### src/rtl/canclk_pkg.sv
package canclk_pkg;
    localparam int MEM_DIV_W = 4;
    localparam int GT_SEL_W  = 2;
    localparam int SYS_DIV_W = 8;

    typedef enum logic {
        DIV_PASS,
        DIV_COUNT
    } div_state_t;

    typedef enum logic [1:0] {
        GT_DIV2  = 2'd0,
        GT_DIV4  = 2'd1,
        GT_DIV8  = 2'd2,
        GT_DIV16 = 2'd3
    } gt_state_t;
endpackage

### src/rtl/canclk_cfg_reg.sv
module canclk_cfg_reg #(
    parameter int W = 14
) (
    input  logic         clk,
    input  logic         rst,
    input  logic         wr_en,
    input  logic [W-1:0] wr_data,
    output logic [W-1:0] cfg_q
);
    always_ff @(posedge clk) begin
        if (rst)
            cfg_q <= '0;
        else if (wr_en)
            cfg_q <= wr_data;
    end


    cfg_write_capture_chk: assert property (@(posedge clk) disable iff (rst)
        wr_en |=> (cfg_q == $past(wr_data)));


    cfg_hold_chk: assert property (@(posedge clk) disable iff (rst)
        !wr_en |=> $stable(cfg_q));
endmodule

### src/rtl/canclk_div_stage.sv
module canclk_div_stage
    import canclk_pkg::*;
#(
    parameter int CW = 4
) (
    input  logic          clk,
    input  logic          rst,
    input  logic          in_en,
    input  logic [CW-1:0] n_cfg,
    output logic          out_en
);
    div_state_t    state_q, state_d;
    logic [CW-1:0] cnt_q, cnt_d;
    logic [CW-1:0] lim_q, lim_d;
    logic          at_end;

    always_comb begin
        at_end = 1'b0;
        unique case (state_q)
            DIV_PASS:  at_end = 1'b1;
            DIV_COUNT: at_end = (cnt_q == lim_q);
        endcase
    end

    always_comb begin
        state_d = state_q;
        cnt_d   = cnt_q;
        lim_d   = lim_q;
        if (in_en) begin
            if (at_end) begin
                lim_d   = n_cfg;
                cnt_d   = '0;
                state_d = (n_cfg == '0) ? DIV_PASS : DIV_COUNT;
            end else begin
                cnt_d = cnt_q + 1'b1;
            end
        end
    end

    always_ff @(posedge clk) begin
        if (rst) begin
            state_q <= DIV_PASS;
            cnt_q   <= '0;
            lim_q   <= '0;
        end else begin
            state_q <= state_d;
            cnt_q   <= cnt_d;
            lim_q   <= lim_d;
        end
    end

    always_comb begin
        out_en = 1'b0;
        unique case (state_q)
            DIV_PASS:  out_en = in_en;
            DIV_COUNT: out_en = in_en && at_end;
        endcase
    end


    div_out_needs_in_chk: assert property (@(posedge clk) disable iff (rst)
        out_en |-> in_en);


    div_cnt_range_chk: assert property (@(posedge clk) disable iff (rst)
        cnt_q <= lim_q);


    div_limit_steady_chk: assert property (@(posedge clk) disable iff (rst)
        !out_en |=> $stable(lim_q));


    div_zero_forward_chk: assert property (@(posedge clk) disable iff (rst)
        (lim_q == '0) |-> (out_en == in_en));
endmodule

### src/rtl/canclk_pow2_stage.sv
module canclk_pow2_stage
    import canclk_pkg::*;
(
    input  logic       clk,
    input  logic       rst,
    input  logic       in_en,
    input  logic [1:0] sel_cfg,
    output logic       out_en
);
    localparam int CNT_W = 4;

    gt_state_t        state_q, state_d;
    logic [CNT_W-1:0] cnt_q, cnt_d;
    logic [CNT_W-1:0] last;

    always_comb begin
        last = 4'd1;
        unique case (state_q)
            GT_DIV2:  last = 4'd1;
            GT_DIV4:  last = 4'd3;
            GT_DIV8:  last = 4'd7;
            GT_DIV16: last = 4'd15;
        endcase
    end

    always_comb begin
        state_d = state_q;
        cnt_d   = cnt_q;
        if (in_en) begin
            if (cnt_q == last) begin
                cnt_d   = '0;
                state_d = gt_state_t'(sel_cfg);
            end else begin
                cnt_d = cnt_q + 1'b1;
            end
        end
    end

    always_ff @(posedge clk) begin
        if (rst) begin
            state_q <= GT_DIV2;
            cnt_q   <= '0;
        end else begin
            state_q <= state_d;
            cnt_q   <= cnt_d;
        end
    end

    assign out_en = in_en && (cnt_q == last);


    gt_out_needs_in_chk: assert property (@(posedge clk) disable iff (rst)
        out_en |-> in_en);


    gt_cnt_range_chk: assert property (@(posedge clk) disable iff (rst)
        cnt_q <= last);


    gt_mode_steady_chk: assert property (@(posedge clk) disable iff (rst)
        !out_en |=> $stable(state_q));
endmodule

### src/rtl/canclk_chain.sv
module canclk_chain
    import canclk_pkg::*;
#(
    parameter int MEM_W = MEM_DIV_W,
    parameter int SYS_W = SYS_DIV_W
) (
    input  logic                           clk,
    input  logic                           rst,
    input  logic                           wr_en,
    input  logic [SYS_W+GT_SEL_W+MEM_W-1:0] wr_data,
    output logic                           mem_en,
    output logic                           gt_en,
    output logic                           sys_en
);
    localparam int CFG_W   = SYS_W + GT_SEL_W + MEM_W;
    localparam int SEL_LO  = MEM_W;
    localparam int SYS_LO  = MEM_W + GT_SEL_W;

    logic [CFG_W-1:0] cfg_q;

    canclk_cfg_reg #(.W(CFG_W)) u_cfg (
        .clk     (clk),
        .rst     (rst),
        .wr_en   (wr_en),
        .wr_data (wr_data),
        .cfg_q   (cfg_q)
    );

    canclk_div_stage #(.CW(MEM_W)) u_mem (
        .clk    (clk),
        .rst    (rst),
        .in_en  (1'b1),
        .n_cfg  (cfg_q[MEM_W-1:0]),
        .out_en (mem_en)
    );

    canclk_pow2_stage u_gt (
        .clk     (clk),
        .rst     (rst),
        .in_en   (mem_en),
        .sel_cfg (cfg_q[SEL_LO +: GT_SEL_W]),
        .out_en  (gt_en)
    );

    canclk_div_stage #(.CW(SYS_W)) u_sys (
        .clk    (clk),
        .rst    (rst),
        .in_en  (gt_en),
        .n_cfg  (cfg_q[SYS_LO +: SYS_W]),
        .out_en (sys_en)
    );


    reset_release_chk: assert property (@(posedge clk) disable iff (rst)
        $fell(rst) |-> (mem_en && !gt_en && !sys_en));


    chain_nesting_chk: assert property (@(posedge clk) disable iff (rst)
        (sys_en |-> gt_en) and (gt_en |-> mem_en));
endmodule

### config.mk
export PLATFORM = sky130hd
export DESIGN_NAME = canclk_chain
export DESIGN_NICKNAME = d
export VERILOG_FILES = /design/src/rtl/canclk_pkg.sv /design/src/rtl/canclk_cfg_reg.sv /design/src/rtl/canclk_div_stage.sv /design/src/rtl/canclk_pow2_stage.sv /design/src/rtl/canclk_chain.sv
export SDC_FILE = /design/constraint.sdc
export NUM_CORES = 1
export LEC_CHECK = 0
export ABC_AREA = 1
export BUFFER_PORTS_ARGS = -buffer_cell sky130_fd_sc_hd__buf_2
export CAP_MARGIN = 0
export CELL_PAD_IN_SITES_DETAIL_PLACEMENT = 1
export CELL_PAD_IN_SITES_GLOBAL_PLACEMENT = 1
export CORE_ASPECT_RATIO = 1.4
export CORE_UTILIZATION = 30
export CTS_CLUSTER_SIZE = 12
export DETAILED_ROUTE_END_ITERATION = 8
export GPL_TIMING_DRIVEN = 0
export PLACE_DENSITY = 0.68
export REMOVE_ABC_BUFFERS = 1
export SLEW_MARGIN = 5
export SYNTH_ARGS = -nofsm -noshare
export SYNTH_HDL_FRONTEND = slang
export SYNTH_SLANG_ARGS = --single-unit
### constraint.sdc
create_clock -name clk -period 3.3 [get_ports clk]
set_input_delay 0.165 -clock clk [delete_from_list [all_inputs] [get_ports clk]]
set_output_delay 0.165 -clock clk [all_outputs]
set_load 0.03 [all_outputs]
==> qor.csv, run 1 <==
metric;value;unit
cts_sinks;46;
cts_tree;done;
synth.largest_area_cell;dfxtp_1;
power_switching;0.000544;W
ioPinCount;20;
drive_above_1_share;0.124;
synth_seq_area_share;0.424;
status;finished, final reports clean;
start_kind;register;
cp_cell_sequence;inv_2 > nand2_1 > nand2_1 > nor2_2 > nand2_2 > a21oi_4 > nand2_1 > inv_1 > buf_2;
clk_latency;0.30;ns
finalClockSkew;0.0112;ns
synthMostInstantiatedCell;nand2_1;
grt_usage;0.147;
firstDrtPassIters;4;
fillerInstances;926;
place_hpwl;3.47;mm
r2r-end;u_sys.cnt_q[3];
antenna_cells;0;
clk_pin_slew_worst_paths;0.10;ns
p_per_area;609;nW/um^2
initial_utilization;0.311;
portBuffers;19;
grt_max_degree;36;
cp.arrival;2.23;ns
ys_top_cells_by_count;68 x nand2_1, 46 x dfxtp_1, 45 x inv_1;
grt_pass1_vias;2005;
netlist_instances;315;
worstPathMaxFanout;26;
placed_cell_area;2320;um^2
pwr-share-clk;0.242;
fmax;417;MHz
period_share;0.726;
ctsRootBufferMaster;clkbuf_8;
r2r_cells;9;
postRouteWirelength;4.74;mm
synth_top_flop_cell;dfxtp_1;
post_cts_buffers;0;
fin_tns_setup;0;ns
viasPerCell;4.65;
cp.required;3.13;ns
setup_viol;0;
r2r_slack;1.24;ns
chipHeight;103;um
reg2reg_from;u_mem.cnt_q[2];
antenna_left;0;
cpPeakStageDelay;0.57;ns
synth_area_leaders;dfxtp_1 42%, nand2_1 12%, inv_1 7.8%;
dieArea;7590;um^2
synth_top_area_frac;0.424;
leakage;1.04;nW
finalCriticalPeriod;2.40;ns
num_rows;36;
holdBufCountCts;0;
cts-htree-levels;2;
post_drt_wl_per_cell;11.1;um
critPathSlowestCell;a21oi_4;
yosysUniqueCellTypes;24;
p_int;0.000920;W
swShare;0.371;
area_delta_synth_final;10.8;%
ys_seq_elements;46;
cp-endpoint;sys_en;
finish.instance_area;2410;um^2
crit_path_end_kind;output pin;
tightestPinTransition;0.917;ns
place.gp.congestion;0.779;
synth-edff-count;0;
cp.depth;9;
vias;1979;
cts_resized;0;
power_frac_seq;0.463;
coreArea;6980;um^2
holdCritPathClass;primary input to register;
crit_type;register to output pin;
crit_start;u_mem.cnt_q[2];
nets;350;
clk_path_buf_depth;2;
crit_family;simple AND/OR/NAND/NOR gates;
die_w;73.9;um
slew_headroom;0.388;
synthArstFlopShare;0;
ir_drop;0.000267;V
cp_num_buf_inv;3;
drc;0;
cts_inserted_buffers;5;
comb_power_share;0.295;
cp_common_cell;nand2_1;
ys_warn_count;0;
synth_area;2170;um^2
avgSynthCellArea;6.90;um^2
antenna_found_initial;0;
slew_viol_final;0;
drt_iter0_drc;33;
rsz0062_at_grt;no;
max-cap-violations;0;
finalHoldViolCount;0;
grt_pass1_wl;8.59;mm
overflow;0;
metal layers:
metal / routed length (um) / vias up / GRT usage / part of all wire
li1: - / 1010 / - / -
met1: 2000 / 947 / 0.151 / 0.42
met2: 2570 / 18 / 0.285 / 0.54
met3: 111 / 4 / 0.0283 / 0.023
met4: 54 / 0 / 0.0518 / 0.011
met5: 0 / - / 0 / 0
power groups by stage:
stage | sequential [W] | clock, W | combinational [W]
after global routing | 0.000690 | 0.000389 | 0.000508
after global placement | 0.000690 | 0 | 0.000435
after detailed placement | 0.000691 | 0 | 0.000445
final | 0.000678 | 0.000354 | 0.000432
after floorplan | 0.000680 | 0 | 0.000335
after CTS | 0.000679 | 0.000372 | 0.000446
how the worst min path moves through the flow:
stage | from | endpoint | cells past startpoint
final | rst | u_mem.state_q | 2
after global routing | rst | u_mem.state_q | 2
after CTS | rst | u_mem.state_q | 2
after detailed placement | rst | u_mem.state_q | 2
after global placement | rst | u_mem.state_q | 2
after floorplan | rst | u_mem.state_q | 1
metrics by stage:
| stage | hold WS (ns) | setup WS [ns] | total power [W] | util | std cells |
|---|---|---|---|---|---|
| after floorplan | 0.234 | 1.44 | 0.00102 | - | 304 |
| after global routing | 0.0445 | 0.616 | 0.00159 | 0.345 | 426 |
| final | 0.0474 | 0.905 | 0.00146 | 0.345 | 426 |
| after detailed placement | 0.375 | 1.19 | 0.00114 | 0.332 | 418 |
| after global placement | 0.372 | 1.17 | 0.00113 | 0.332 | 418 |
| after CTS | 0.0468 | 0.840 | 0.00150 | 0.345 | 426 |
cell families after synthesis:
family | after synthesis | share of synthesized area
AND/OR/NAND/NOR | 147 | 0.285
buffers and inverters | 59 | 0.115
AO/OA/AOI/OAI | 55 | 0.139
flip-flops | 46 | 0.424
XOR/XNOR | 5 | 0.0202
adder cells (fa/ha/maj) | 3 | 0.0173
layout by cell type, fill, tap and decap left out, types with 3 or more instances in the layout:
| cell type | n |
|---|---|
| nand2_1 | 68 |
| dfxtp_1 | 46 |
| inv_1 | 45 |
| nor2_1 | 43 |
| a21oi_1 | 26 |
| o21ai_0 | 23 |
| nand3_1 | 20 |
| buf_2 | 19 |
| nand2_2 | 5 |
| nor3_1 | 5 |
| clkbuf_8 | 5 |
| xnor2_1 | 4 |
| inv_2 | 3 |
| o21bai_1 | 3 |
| ha_1 | 3 |
cell type report:
type,instances,area (um^2),area share
flip-flops and latches,46,921,0.383
clock inverters,3,21.3,0.00884
clock buffers,5,68.8,0.0286
multi-input cells,210,1000,0.416
inverters,48,180,0.0749
well taps,95,119,0.0494
repair buffers,19,95.1,0.0395
flip-flops by register name, indices dropped and copies added, names as in the netlist:
| register | flops |
|---|---|
| u_sys.state_q | 1 |
| u_mem.lim_q | 4 |
| u_mem.state_q | 1 |
| u_sys.cnt_q | 8 |
| u_sys.lim_q | 8 |
| u_mem.cnt_q | 4 |
| u_gt.cnt_q | 4 |
| u_cfg.cfg_q | 14 |
| u_gt.state_q | 2 |
worst register-to-register path, stage by stage (launching register included):
cell and delay [ns]:
dfxtp_1 0.43, inv_2 0.04, nand2_1 0.05, nand2_1 0.06, nor2_2 0.12, nand2_2 0.09, a21oi_4 0.57, nand2_1 0.27
nand2_2 0.23, nor2_1 0.08
(Power assumes the default switching activity.)
==> run 2: changes to the inputs <==
PLACE_DENSITY = 0.7   (was 0.68)
clock period = 2 ns   (was 3.3 ns; I/O delays follow)
==> qor.csv, run 2 (synthesis gave the netlist of run 1 again) <==
metric;value;unit
clk_pin_slew_worst_paths;0.10;ns
ir_drop;0.000547;V
period_share;0.940;
layout_commonest_cell;nand2_1;
initial_utilization;0.311;
die_w;73.9;um
firstDrtPassIters;4;
num_rows;36;
portBuffers;19;
largest_reg_flops;14;
drive_above_1_share;0.159;
cts_inserted_buffers;5;
cp.arrival;1.78;ns
status;finished, final reports clean;
min-delay-start;wr_data[3];
viasPerCell;4.59;
slew_headroom;0.362;
drt_iter0_drc;36;
ctsRootBufferMaster;clkbuf_8;
leakage;1.09;nW
r2r_slack;0.24;ns
post-route-util;0.357;
worstPathMaxFanout;8;
place_hpwl;3.71;mm
finalClockSkew;0.00779;ns
dieArea;7590;um^2
cts_sinks;46;
grt_pass1_wl;9.07;mm
final_cell_mix;66 x nand2_1, 45 x inv_1, 43 x nor2_1, 43 x dfxtp_1, 26 x a21oi_1;
fmax;532;MHz
ioPinCount;20;
antenna_cells;0;
whs_endpoint;u_cfg.cfg_q[3];
grt_max_degree;36;
overflow;0;
antenna_left;0;
vias;1996;
crit_type;register to output pin;
r2r-end;u_sys.lim_q[2];
chipHeight;103;um
drc;0;
cp.required;1.90;ns
holdCritPathClass;primary input to register;
cts_tree;done;
start_kind;register;
reg2reg_from;u_mem.cnt_q[2];
crit_path_end_kind;output pin;
p_per_area;1030;nW/um^2
dp_cells;418;
post_drt_wl_per_cell;12.2;um
timing.hold.ws;0.0148;ns
rsz0062_at_grt;no;
clk_latency;0.31;ns
finalHoldViolCount;0;
fin_cells;435;
largestRegisters;u_cfg.cfg_q: 14 flops, u_sys.cnt_q: 8 flops, u_sys.lim_q: 8 flops;
coreArea;6980;um^2
nets;359;
max_flop_register;u_cfg.cfg_q;
whs_path_depth;3;
max-cap-violations;0;
cts-htree-levels;2;
final-seq-area;925;um^2
place.gp.congestion;0.742;
setup_viol;0;
multi_input_area;1020;um^2
clk_path_buf_depth;2;
tightestPinTransition;0.955;ns
antenna_found_initial;0;
finalCriticalPeriod;1.88;ns
postRouteWirelength;5.32;mm
grt_pass1_vias;2049;
area_delta_synth_final;14.9;%
slew_viol_final;0;
grt_usage;0.156;
crit_start;u_gt.cnt_q[3];
r2r_cells;9;
fillerInstances;893;
[run 2: cell count changes in the layout (fill, tap and decap cells not counted), sizes merged]
cell	change
a21oi	+1
inv	+1
buf	+7
clkinv	-1
dlygate4sd3	+1
[run 2: area by class of cell]
class                   instances  area share
clock buffers                   5      0.0276
inverters                      48      0.0722
multi-input cells             211       0.409
flip-flops and latches         46       0.371
well taps                      95      0.0476
repair buffers                 27      0.0632
clock inverters                 3      0.0100
[run 2: routing by layer]
layer,wire length [um],part of all wire,GRT usage,up-vias
met2,2980,0.56,0.306,18
met1,2120,0.40,0.159,941
li1,-,-,-,1028
met3,116,0.022,0.0332,9
met4,102,0.019,0.0533,0
met5,0,0,0,-
[run 2: how the worst max path moves through the flow]
stage               slack, ns        endpoint  cells past startpoint
floorplan                0.20          sys_en                      8
finish                   0.12           gt_en                      8
CTS                      0.02          sys_en                      9
global route            0.006           gt_en                      8
detailed placement      -0.16  u_sys.cnt_q[5]                      9
global placement        -0.11  u_sys.cnt_q[1]                      9
[run 2: metrics by stage]
| step | TNS [ns] | power (W) | area, um^2 | worst slack [ns] |
|---|---|---|---|---|
| global placement | -0.672 | 0.00186 | 2320 | -0.113 |
| finish | 0 | 0.00256 | 2490 | 0.119 |
| detailed placement | -0.977 | 0.00189 | 2320 | -0.157 |
| floorplan | 0 | 0.00168 | 2100 | 0.202 |
| CTS | 0 | 0.00255 | 2450 | 0.0246 |
| global route | 0 | 0.00277 | 2490 | 0.00602 |
[run 2: timing repair]
action                                  CTS  global route
gates resized for setup                   1             5
hold buffers                              1             0
setup buffers                             2             5
pin swaps                                 0             1
endpoints found under the setup margin   10             7
cloned                                    1             0
hold endpoints to repair                  1             0
[run 2: where the power goes]
| part | leakage, nW | switching (W) | internal [W] |
|---|---|---|---|
| clock network | 0.0447 | 0.000353 | 0.000253 |
| registers | 0.379 | 0.0000871 | 0.00104 |
| logic | 0.665 | 0.000537 | 0.000295 |
[run 2: critical path: stages (launching register included)]
cell,delay (ns)
dfxtp_1,0.39
inv_2,0.06
nand2_1,0.07
nand2_1,0.06
nand2_1,0.07
nand3_2,0.18
a21oi_4,0.24
buf_4,0.20
buf_2,0.21
